--- src/rtl/bdf_pkg.sv ---
package bdf_pkg;

  localparam int BYTE_W = 8;

  typedef enum logic [1:0] {
    ST_IDLE = 2'd0,
    ST_BODY = 2'd1,
    ST_ESC  = 2'd2
  } dfr_state_e;

  typedef struct packed {
    logic              last;
    logic [BYTE_W-1:0] data;
  } beat_t;

endpackage

--- src/rtl/bdf_unframe.sv ---
module bdf_unframe
  import bdf_pkg::*;
#(
  parameter logic [BYTE_W-1:0] SOF_BYTE = 8'h7E,
  parameter logic [BYTE_W-1:0] EOF_BYTE = 8'h7F,
  parameter logic [BYTE_W-1:0] ESC_BYTE = 8'h7D,
  parameter logic [BYTE_W-1:0] ESC_MASK = 8'h20
) (
  input  logic              clk,
  input  logic              rst_n,
  input  logic              in_valid,
  input  logic [BYTE_W-1:0] in_data,
  output logic              wr_en,
  output beat_t             wr_beat,
  output logic              frame_err
);

  dfr_state_e        state_q, state_d;
  logic              hold_vld_q, hold_vld_d;
  logic [BYTE_W-1:0] hold_data_q, hold_data_d;
  logic              err_q, err_d;

  logic is_sof, is_eof, is_esc;
  assign is_sof = (in_data == SOF_BYTE);
  assign is_eof = (in_data == EOF_BYTE);
  assign is_esc = (in_data == ESC_BYTE);

  always_comb begin
    state_d      = state_q;
    hold_vld_d   = hold_vld_q;
    hold_data_d  = hold_data_q;
    err_d        = 1'b0;
    wr_en        = 1'b0;
    wr_beat.last = 1'b0;
    wr_beat.data = hold_data_q;
    if (in_valid) begin
      unique case (state_q)
        ST_IDLE: begin
          if (is_sof) begin
            state_d    = ST_BODY;
            hold_vld_d = 1'b0;
          end
        end
        ST_BODY: begin
          if (is_sof) begin
            wr_en        = hold_vld_q;
            wr_beat.last = 1'b1;
            hold_vld_d   = 1'b0;
          end else if (is_eof) begin
            wr_en        = hold_vld_q;
            wr_beat.last = 1'b1;
            err_d        = ~hold_vld_q;
            hold_vld_d   = 1'b0;
            state_d      = ST_IDLE;
          end else if (is_esc) begin
            state_d = ST_ESC;
          end else begin
            wr_en       = hold_vld_q;
            hold_data_d = in_data;
            hold_vld_d  = 1'b1;
          end
        end
        ST_ESC: begin
          if (is_sof) begin
            wr_en        = hold_vld_q;
            wr_beat.last = 1'b1;
            hold_vld_d   = 1'b0;
            state_d      = ST_BODY;
          end else if (is_eof) begin
            wr_en        = hold_vld_q;
            wr_beat.last = 1'b1;
            err_d        = 1'b1;
            hold_vld_d   = 1'b0;
            state_d      = ST_IDLE;
          end else begin
            wr_en       = hold_vld_q;
            hold_data_d = in_data ^ ESC_MASK;
            hold_vld_d  = 1'b1;
            state_d     = ST_BODY;
          end
        end
        default: state_d = ST_IDLE;
      endcase
    end
  end

  always_ff @(posedge clk or negedge rst_n) begin
    if (!rst_n) begin
      state_q     <= ST_IDLE;
      hold_vld_q  <= 1'b0;
      hold_data_q <= '0;
    end else if (in_valid) begin
      state_q     <= state_d;
      hold_vld_q  <= hold_vld_d;
      hold_data_q <= hold_data_d;
    end
  end

  always_ff @(posedge clk or negedge rst_n) begin
    if (!rst_n) err_q <= 1'b0;
    else        err_q <= err_d;
  end

  assign frame_err = err_q;

  assert_err_pulse_R6: assert property (@(posedge clk) disable iff (!rst_n)
    frame_err |=> !frame_err);

  assert_idle_silent_R2: assert property (@(posedge clk) disable iff (!rst_n)
    (state_q == ST_IDLE) |-> !wr_en);

  assert_esc_no_beat_R3: assert property (@(posedge clk) disable iff (!rst_n)
    (state_q == ST_BODY && in_valid && is_esc) |=> (state_q == ST_ESC));

endmodule

--- src/rtl/bdf_fifo.sv ---
module bdf_fifo
  import bdf_pkg::*;
#(
  parameter int DEPTH = 16
) (
  input  logic  clk,
  input  logic  rst_n,
  input  logic  wr_en,
  input  beat_t wr_beat,
  output logic  drop,
  output logic  rd_valid,
  input  logic  rd_ready,
  output beat_t rd_beat
);

  localparam int AW = (DEPTH > 1) ? $clog2(DEPTH) : 1;
  localparam int CW = $clog2(DEPTH + 1);
  localparam logic [AW-1:0] LAST_IDX = AW'(DEPTH - 1);
  localparam logic [CW-1:0] FULL_CNT = CW'(DEPTH);

  beat_t         mem [DEPTH];
  logic [AW-1:0] wr_ptr_q, wr_ptr_d;
  logic [AW-1:0] rd_ptr_q, rd_ptr_d;
  logic [CW-1:0] cnt_q, cnt_d;
  logic          full, push, pop;

  assign full     = (cnt_q == FULL_CNT);
  assign rd_valid = (cnt_q != '0);
  assign push     = wr_en & ~full;
  assign pop      = rd_valid & rd_ready;
  assign drop     = wr_en & full;
  assign rd_beat  = mem[rd_ptr_q];

  always_comb begin
    wr_ptr_d = wr_ptr_q;
    rd_ptr_d = rd_ptr_q;
    cnt_d    = cnt_q;
    if (push) wr_ptr_d = (wr_ptr_q == LAST_IDX) ? '0 : wr_ptr_q + 1'b1;
    if (pop)  rd_ptr_d = (rd_ptr_q == LAST_IDX) ? '0 : rd_ptr_q + 1'b1;
    if (push && !pop)      cnt_d = cnt_q + 1'b1;
    else if (pop && !push) cnt_d = cnt_q - 1'b1;
  end

  always_ff @(posedge clk or negedge rst_n) begin
    if (!rst_n) begin
      wr_ptr_q <= '0;
      rd_ptr_q <= '0;
      cnt_q    <= '0;
    end else begin
      wr_ptr_q <= wr_ptr_d;
      rd_ptr_q <= rd_ptr_d;
      cnt_q    <= cnt_d;
    end
  end

  for (genvar gi = 0; gi < DEPTH; gi++) begin : g_slot
    logic slot_en;
    assign slot_en = push && (wr_ptr_q == AW'(gi));
    always_ff @(posedge clk or negedge rst_n) begin
      if (!rst_n)       mem[gi] <= '0;
      else if (slot_en) mem[gi] <= wr_beat;
    end
  end

  assert_no_overflow_R8: assert property (@(posedge clk) disable iff (!rst_n)
    cnt_q <= FULL_CNT);

  assert_full_drop_R8: assert property (@(posedge clk) disable iff (!rst_n)
    (drop && !pop) |=> full);

  assert_hold_R9: assert property (@(posedge clk) disable iff (!rst_n)
    (rd_valid && !rd_ready) |=> (rd_valid && $stable(rd_beat)));

endmodule

--- src/rtl/bdf_sticky.sv ---
module bdf_sticky (
  input  logic clk,
  input  logic rst_n,
  input  logic set_i,
  input  logic clr_i,
  output logic flag_o
);

  logic flag_q, flag_d;

  always_comb begin
    flag_d = flag_q;
    if (set_i)      flag_d = 1'b1;
    else if (clr_i) flag_d = 1'b0;
  end

  always_ff @(posedge clk or negedge rst_n) begin
    if (!rst_n) flag_q <= 1'b0;
    else        flag_q <= flag_d;
  end

  assign flag_o = flag_q;

  assert_sticky_R8: assert property (@(posedge clk) disable iff (!rst_n)
    (flag_o && !clr_i) |=> flag_o);

  assert_set_R8: assert property (@(posedge clk) disable iff (!rst_n)
    set_i |=> flag_o);

endmodule

--- src/rtl/byte_deframer_axis.sv ---
module byte_deframer_axis
  import bdf_pkg::*;
#(
  parameter logic [7:0] SOF_BYTE   = 8'h7E,
  parameter logic [7:0] EOF_BYTE   = 8'h7F,
  parameter logic [7:0] ESC_BYTE   = 8'h7D,
  parameter logic [7:0] ESC_MASK   = 8'h20,
  parameter int         FIFO_DEPTH = 16
) (
  input  logic       clk,
  input  logic       rst_n,
  input  logic       rx_valid,
  input  logic [7:0] rx_byte,
  output logic       m_axis_tvalid,
  input  logic       m_axis_tready,
  output logic [7:0] m_axis_tdata,
  output logic       m_axis_tlast,
  output logic       frame_err,
  output logic       overflow,
  input  logic       overflow_clear
);

  logic  wr_en, drop;
  beat_t wr_beat, rd_beat;

  bdf_unframe #(
    .SOF_BYTE(SOF_BYTE),
    .EOF_BYTE(EOF_BYTE),
    .ESC_BYTE(ESC_BYTE),
    .ESC_MASK(ESC_MASK)
  ) u_unframe (
    .clk      (clk),
    .rst_n    (rst_n),
    .in_valid (rx_valid),
    .in_data  (rx_byte),
    .wr_en    (wr_en),
    .wr_beat  (wr_beat),
    .frame_err(frame_err)
  );

  bdf_fifo #(.DEPTH(FIFO_DEPTH)) u_fifo (
    .clk     (clk),
    .rst_n   (rst_n),
    .wr_en   (wr_en),
    .wr_beat (wr_beat),
    .drop    (drop),
    .rd_valid(m_axis_tvalid),
    .rd_ready(m_axis_tready),
    .rd_beat (rd_beat)
  );

  bdf_sticky u_ovf (
    .clk   (clk),
    .rst_n (rst_n),
    .set_i (drop),
    .clr_i (overflow_clear),
    .flag_o(overflow)
  );

  assign m_axis_tdata = rd_beat.data;
  assign m_axis_tlast = rd_beat.last;

  assert_axis_hold_R9: assert property (@(posedge clk) disable iff (!rst_n)
    (m_axis_tvalid && !m_axis_tready) |=>
      (m_axis_tvalid && $stable(m_axis_tdata) && $stable(m_axis_tlast)));

endmodule

--- config.mk ---
export PLATFORM = sky130hd
export DESIGN_NAME = byte_deframer_axis
export DESIGN_NICKNAME = d
export VERILOG_FILES = /design/src/rtl/bdf_pkg.sv /design/src/rtl/bdf_unframe.sv /design/src/rtl/bdf_fifo.sv /design/src/rtl/bdf_sticky.sv /design/src/rtl/byte_deframer_axis.sv
export SDC_FILE = /design/constraint.sdc
export NUM_CORES = 1
export LEC_CHECK = 0
export BUFFER_PORTS_ARGS = -buffer_cell sky130_fd_sc_hd__buf_4
export CORE_UTILIZATION = 55
export CTS_BUF_LIST = sky130_fd_sc_hd__clkbuf_2
export CTS_CLUSTER_SIZE = 12
export DETAILED_ROUTE_END_ITERATION = 12
export PLACE_DENSITY = 0.78
export SYNTH_ARGS = -nofsm -noshare
export SYNTH_HDL_FRONTEND = slang
export SYNTH_SLANG_ARGS = --single-unit
--- constraint.sdc ---
create_clock -name clk -period 4.75 [get_ports clk]
set_input_delay 0.7125 -clock clk [delete_from_list [all_inputs] [get_ports clk]]
set_output_delay 0.7125 -clock clk [all_outputs]
set_load 0.03 [all_outputs]
==> results of run 1 <==
[metal layers]
layer / routed length (um) / share of wire [%] / global-route usage (%) / up-vias
met3: 588 / 3.4 / 3.565 / 26
met2: 8779 / 50 / 39.32 / 104
met4: 370 / 2.1 / 10.06 / 0
met1: 7710 / 44 / 32.03 / 2602
li1: - / - / - / 2232
met5: 0 / 0 / 0 / -
[cells by family (layout without fill, tap and decap cells)]
family,Yosys count,after routing,synth area share (%)
buf+inv,46,77,2.404
fa+ha+maj,15,15,2.374
mux,208,208,30.65
simple gates,74,74,5.966
xor+xnor,7,7,0.7457
flops,170,170,51.74
other cells,0,1,0
compound gates,74,74,6.118
[power groups by stage]
| stage | sequential [mW] | clock (mW) | combinational, mW |
|---|---|---|---|
| 2_1_floorplan | 1.96 | 0 | 1.45 |
| 3_3_place_gp | 2.23 | 0 | 1.65 |
| 3_5_place_dp | 2.27 | 0 | 1.71 |
| 4_1_cts | 2.23 | 0.748 | 1.72 |
| 5_1_grt | 2.29 | 0.798 | 1.84 |
| 6_report | 2.23 | 0.730 | 1.71 |
[registers in the layout (all words and copies together) (netlist names), 2 cells and up]
name	flops
u_fifo.mem	144
u_unframe.hold_data_q	8
u_fifo.cnt_q	5
u_fifo.rd_ptr_q	4
u_fifo.wr_ptr_q	4
u_unframe.state_q	2
[path summary, 6_finish.rpt]
kind | from | endpoint | slack (ps) | cells past startpoint
max in group asynchronous | rst_n | u_fifo.mem[104]$_DFFE_PN0P_ | 3690 | 2
max | u_fifo.rd_ptr_q[0]$_DFFE_PN0P_ | m_axis_tdata[0] | 830 | 6
min | rst_n | u_unframe.hold_data_q[0]$_DFFE_PN0P_ | 80 | 1
min in group clk | overflow_clear | u_ovf.flag_o$_DFFE_PN0P_ | 110 | 2
max reg2reg | u_unframe.state_q[0]$_DFFE_PN0P_ | u_fifo.cnt_q[4]$_DFFE_PN0P_ | 1520 | 12
min reg2reg | u_fifo.mem[5]$_DFFE_PN0P_ | u_fifo.mem[5]$_DFFE_PN0P_ | 530 | 1
[cells in the final DEF, fill, tap and decap left out, types with 14 or more instances in the layout]
cell | synthesis | final
a21oi_1 | 15 | 15
buf_4 | 0 | 30
clkbuf_2 | 1 | 19
dfrtp_1 | 170 | 169
ha_1 | 14 | 14
inv_1 | 14 | 14
mux2_2 | 157 | 157
mux2i_1 | 29 | 29
mux4_2 | 18 | 18
nand2_1 | 28 | 28
o21ai_0 | 25 | 25
[layout make-up]
class / count / area share [%]
clock inverter: 13 / 1.468
timing repair buffer: 31 / 2.695
inverter: 14 / 0.5988
tap: 184 / 2.623
antenna: 1 / 0.02851
multi-input combinational: 378 / 43.01
sequential: 170 / 48.49
clock buffer: 19 / 1.084
[Yosys cell counts, types with 4 or more instances]
cell type / instances
inv_1: 14
a21oi_1: 15
buf_2: 7
clkbuf_1: 18
o21ai_0: 25
xnor2_1: 5
ha_1: 14
buf_1: 4
a221oi_1: 9
a22oi_1: 9
nand2_4: 4
nand3_2: 9
mux2i_1: 29
nand2_1: 28
mux2_2: 157
nor2_1: 8
dfrtp_1: 170
mux4_2: 18
==> impl_metrics.yaml, run 1 <==
cts:
  cts-hold-fix-buffers: 0
  cts-htree-levels: 4
  tritoncts: "yes"
  postCtsResizedCells: 0
  clk_pin_slew_ps: 230
  postCtsSetupBuffers: 0
  cts.sinks: 170
  insertion_delay_ps: 750
  cts_buffers: 17
  root_buffer: "clkbuf_2"
  cts_buffer_depth: 2
logic_synthesis:
  syn-cell-area_um2: 8222
  ys_seq_area_share_pct: 51.74
  syn_avg_cell_area_um2: 13.84
  syn-num-nets: 622
  synthDistinctLibCells: 52
  syn_inst: 594
  yosysTopAreaCellShare_pct: 51.74
  synthesis.yosys.warnings: 0
  synth-seq-cells: 170
  synthTopCellsByArea: "dfrtp_1 (52%), mux2_2 (22%), mux4_2 (4.9%), mux2i_1 (3.5%), ha_1 (2.1%)"
  yosysTopAreaCell: "dfrtp_1"
  synth_flop_cell: "dfrtp_1"
  synth_edf_count: 0
  ys_async_sr_fraction_pct: 100.0
job:
  maxCapViolations: 0
setup_path:
  cp_max_fo: 26
  path_cells: "buf_4 -> mux2i_1 -> a221oi_1 -> a22oi_1 -> nand2_1 -> buf_4"
  cp.arrival_ps: 3210
  end_kind: "output port"
  path_delay_family: "flip-flops"
  slowest_delay_ps: 930
  timing.critical_path.mode_cell: "buf_4"
  required_ps: 4040
  cpMaxStageDelayCell: "dfrtp_2"
  critPathBufInv: 2
  startpoint_type: "flip-flop"
  worstSetupPathType: "flip-flop to output port"
final_layout:
  final_area_um2: 8776
  stdcell_count: 810
  area.growth.synth_to_final_pct: 6.742
  multi_input_area_um2: 3775
  nFillCells: 1157
  fin_util_pct: 60.38
  nets: 640
  seqCellArea_um2: 4255
  drive_gt1_share_pct: 42.08
place:
  dp_slack_ps: 1309
  place_area_um2: 8549
  dp_hpwl_um: 11620
  place_congestion: 0.8844
  io_buffers: 24
  dp.cells: 777
pwr:
  switchingPower_mw: 1.875
  p_leak_nw: 4.290
  p_total_mw: 4.677
  powerDensity_nw_per_um2: 532.9
  power_frac_clock_pct: 15.6
  p_seq_share_pct: 47.8
  swShare_pct: 40.09
  vdd_ir_drop_max_uv: 241.5
  power.internal_mw: 2.802
  power.share.combinational_pct: 36.6
grt:
  antenna_found_initial: 1
  grt_pass1_vias: 5236
  grt_pass1_wl_um: 28270
  grt_max_degree: 123
  grtUsageTotal_pct: 23.99
  grt.overflow.total: 0
floorplan:
  die_height_um: 124.3
  row_count: 44
  die_area_um2: 15440
  initial_core_util_pct: 56.57
  fp.dieW_um: 124.3
  core_area_um2: 14530
  top_level_ports: 25
sta:
  fmaxAchievable_mhz: 254.8
  worst_slack_ps: 825.8
  finalCritPeriodShare_pct: 82.61
  setup_violations: 0
  rsz0062_at_grt: "false"
  tns_ps: 0
  min_period_ps: 3924
  worst_slew_pin_slew_ps: 1380
  finalHoldViolations: 0
  relSlewSlack_pct: 7.671
  whs_ps: 76.49
  finClkSkew_ps: 21.25
  drv_slew: 0
drt:
  drt_first_iter_violations: 284
  drc: 0
  viasPerCell: 6.128
  wl_per_cell_um: 21.54
  dr.pass1.iters: 5
  drt-total-wl_um: 17450
  vias: 4964
  ant_nets: 0
status:
  outcome: "complete, no violations"
worst_hold_path:
  hp-class: "primary input to asynchronous set/reset pin"
Note: power is estimated with default switching activity, not from simulation.
==> inputs of run 2 (changes only) <==
--- a/config.mk
+++ b/config.mk
@@ -5,12 +5,13 @@
 export SDC_FILE = /design/constraint.sdc
 export NUM_CORES = 1
 export LEC_CHECK = 0
+export ABC_AREA = 1
 export BUFFER_PORTS_ARGS = -buffer_cell sky130_fd_sc_hd__buf_4
 export CORE_UTILIZATION = 55
 export CTS_BUF_LIST = sky130_fd_sc_hd__clkbuf_2
 export CTS_CLUSTER_SIZE = 12
 export DETAILED_ROUTE_END_ITERATION = 12
-export PLACE_DENSITY = 0.78
+export PLACE_DENSITY = 0.81
 export SYNTH_ARGS = -nofsm -noshare
 export SYNTH_HDL_FRONTEND = slang
 export SYNTH_SLANG_ARGS = --single-unit
==> constraint.sdc (replaced) <==
create_clock -name clk -period 3.6 [get_ports clk]
set_input_delay 0.54 -clock clk [delete_from_list [all_inputs] [get_ports clk]]
set_output_delay 0.54 -clock clk [all_outputs]
set_load 0.03 [all_outputs]
==> run 2 against run 1 <==
- combinational power increased by 53%
- routed wire length increased by 28%
- clock skew increased by 4.7 ps
- worst hold slack got worse by 19 ps
- largest cell class unchanged
- register-to-register slack got worse by 530 ps
- non-clock buffer count increased by 14
==> impl_metrics.yaml, run 2 <==
pwr:
  powerDensity_nw_per_um2: 663.1
  vdd_ir_drop_max_uv: 367.5
  p_leak_nw: 5.124
  p_total_mw: 6.172
logic_synthesis:
  synthTopCellsByArea: "dfrtp_1 (49%), nand2_1 (25%), nor2_1 (3.7%), o21ai_0 (3.1%), nor2_8 (2.3%)"
  ys_seq_area_share_pct: 48.94
  yosysTopAreaCellShare_pct: 48.94
  syn-num-nets: 1182
  syn-cell-area_um2: 8692
  synth_edf_count: 0
  synthesis.yosys.warnings: 0
  yosysTopAreaCell: "dfrtp_1"
  syn_inst: 1154
  synth-seq-cells: 170
  syn_avg_cell_area_um2: 7.532
  synthDistinctLibCells: 30
  synth_flop_cell: "dfrtp_1"
  synth_most_common_cell: "nand2_1"
  ys_async_sr_fraction_pct: 100.0
  synthTopCellsByCount: "nand2_1 (590), dfrtp_1 (170), nor2_1 (86), inv_1 (53), o21ai_0 (53)"
setup_path:
  rrSetupSlack_ps: 990
  cpMaxStageDelayCell: "nand2_1"
  required_ps: 3060
  worstReg2RegStart: "u_unframe.state_q[0]$_DFFE_PN0P_"
  worstSetupPathType: "flip-flop to output port"
  timing.critical_path.mode_cell: "nand2_1"
  crit_path_end: "m_axis_tdata[2]"
  path_delay_family: "simple AND/OR/NAND/NOR gates"
  r2r_cells: 16
  slowest_delay_ps: 470
  startpoint: "u_fifo.rd_ptr_q[2]$_DFFE_PN0P_"
  end_kind: "output port"
  cp.arrival_ps: 2780
  critPathBufInv: 2
  r2r_end: "u_fifo.cnt_q[4]$_DFFE_PN0P_"
  startpoint_type: "flip-flop"
  cp_max_fo: 15
  path_cells: "nand2_1 -> inv_1 -> nand3_1 -> nand2_1 -> nor2_1 -> nand2_1 -> nand2_1 -> buf_4"
  crit_cells: 8
cts:
  tritoncts: "yes"
  postCtsResizedCells: 0
  cts_buffer_depth: 2
  postCtsSetupBuffers: 0
  cts_buffers: 17
  cts.sinks: 170
  root_buffer: "clkbuf_2"
  insertion_delay_ps: 780
  cts-hold-fix-buffers: 6
  clk_pin_slew_ps: 230
  cts-htree-levels: 4
drt:
  wl_per_cell_um: 16.07
  drt-total-wl_um: 22380
  dr.pass1.iters: 7
  ant_nets: 0
  drt_first_iter_violations: 985
  drc: 0
  viasPerCell: 5.468
  vias: 7617
place:
  io_buffers: 24
  place_congestion: 0.8884
  dp_slack_ps: 1040
  dp_hpwl_um: 13920
  dp.cells: 1352
  place_area_um2: 9027
floorplan:
  die_height_um: 127.7
  row_count: 45
  fp.dieW_um: 127.7
  initial_core_util_pct: 56.76
  core_area_um2: 15310
  top_level_ports: 25
  die_area_um2: 16310
final_layout:
  area.growth.synth_to_final_pct: 7.082
  largest_reg_flops: 144
  fin_util_pct: 60.78
  reg.largest.list: "u_fifo.mem (144), u_unframe.hold_data_q (8), u_fifo.cnt_q (5)"
  drive_gt1_share_pct: 7.621
  top_register: "u_fifo.mem"
  stdcell_count: 1393
  final_cell_mix: "nand2_1 (590), dfrtp_1 (169), nor2_1 (86)"
  final_common_cell: "nand2_1"
  nets: 1196
  final_area_um2: 9308
sta:
  whs_ps: 57.64
  fmaxAchievable_mhz: 300.8
  tns_ps: 0
  setup_violations: 0
  finalHoldViolations: 0
  worst_slack_ps: 275.1
  relSlewSlack_pct: 40.73
  finalCritPeriodShare_pct: 92.36
  min_period_ps: 3325
  rsz0062_at_grt: "false"
  worst_slew_pin_slew_ps: 889.1
  drv_slew: 0
  finClkSkew_ps: 25.95
grt:
  grt_pass1_wl_um: 36670
  grt.overflow.total: 0
  grt_max_degree: 93
  grtUsageTotal_pct: 29.42
  antenna_found_initial: 1
  grt_pass1_vias: 7097
worst_hold_path:
  hp-class: "primary input to flip-flop"
status:
  outcome: "complete, no violations"
job:
  maxCapViolations: 0
==> run 2: cell count changes after synthesis, sizes merged, moves of 19 or more <==
cell / before / now
a21oi: 15 / 36
mux2i: 29 / 0
inv: 14 / 53
o21ai: 25 / 54
mux2: 161 / 0
nand4: 0 / 19
nor2: 8 / 103
nand2: 32 / 590
==> run 2: cell type report <==
type | instances | area, um2
Fill cell | 1408 | 6007
Sequential cell | 170 | 4255
Multi-Input combinational cell | 880 | 3999
Timing Repair Buffer | 45 | 386.6
Tap cell | 211 | 264.0
Inverter | 54 | 202.7
Clock inverter | 14 | 107.6
Clock buffer | 18 | 90.09
Antenna cell | 1 | 2.502
==> run 2: how the worst min path moves through the flow <==
| stage | from | to | slack (ps) | depth (start not counted) |
|---|---|---|---|---|
| finish | rx_byte[1] | u_unframe.hold_data_q[1]$_DFFE_PN0P_ | 60 | 3 |
| global route | rx_byte[1] | u_unframe.hold_data_q[1]$_DFFE_PN0P_ | 10 | 3 |
| CTS | rx_byte[3] | u_unframe.hold_data_q[3]$_DFFE_PN0P_ | 3 | 3 |
| detailed placement | u_fifo.mem[50]$_DFFE_PN0P_ | u_fifo.mem[50]$_DFFE_PN0P_ | 460 | 2 |
| global placement | u_fifo.mem[67]$_DFFE_PN0P_ | u_fifo.mem[67]$_DFFE_PN0P_ | 460 | 2 |
| floorplan | rst_n | u_fifo.cnt_q[0]$_DFFE_PN0P_ | 240 | 0 |
==> run 2: cell families (layout without fill, tap and decap cells) <==
group	after synthesis	after routing	synth area share (%)
flops	170	170	48.94
xor+xnor	8	8	0.8060
compound gates	110	110	6.895
simple gates	747	747	36.00
fa+ha+maj	15	15	2.246
other cells	0	1	0
buf+inv	104	131	5.110
==> run 2: worst reg2reg max path, stage by stage (launching register included) <==
cell and delay, ps:
dfrtp_1 440, inv_1 80, ha_1 330, nand2_1 90, nor3_2 290, nand3_4 100
inv_1 100, ha_1 240, inv_1 120, ha_1 320, nand2_1 70, nand2_1 40
nand2_1 70, a21o_1 110, nand2_1 50, nand2_1 50, nand2_1 40
==> run 2: power breakdown <==
part           internal [mW]  switching, mW
Combinational          0.830           1.79
Sequential              2.16          0.488
Clock                  0.238          0.667
Total                   3.23           2.94
==> run 2: per-layer routing <==
metal | wire length, um | share of wire [%] | global-route usage (%)
met5 | 0 | 0 | 0
met4 | 733 | 3.3 | 12.32
met3 | 1445 | 6.5 | 5.217
met2 | 10400 | 46 | 45.90
met1 | 9805 | 44 | 40.81
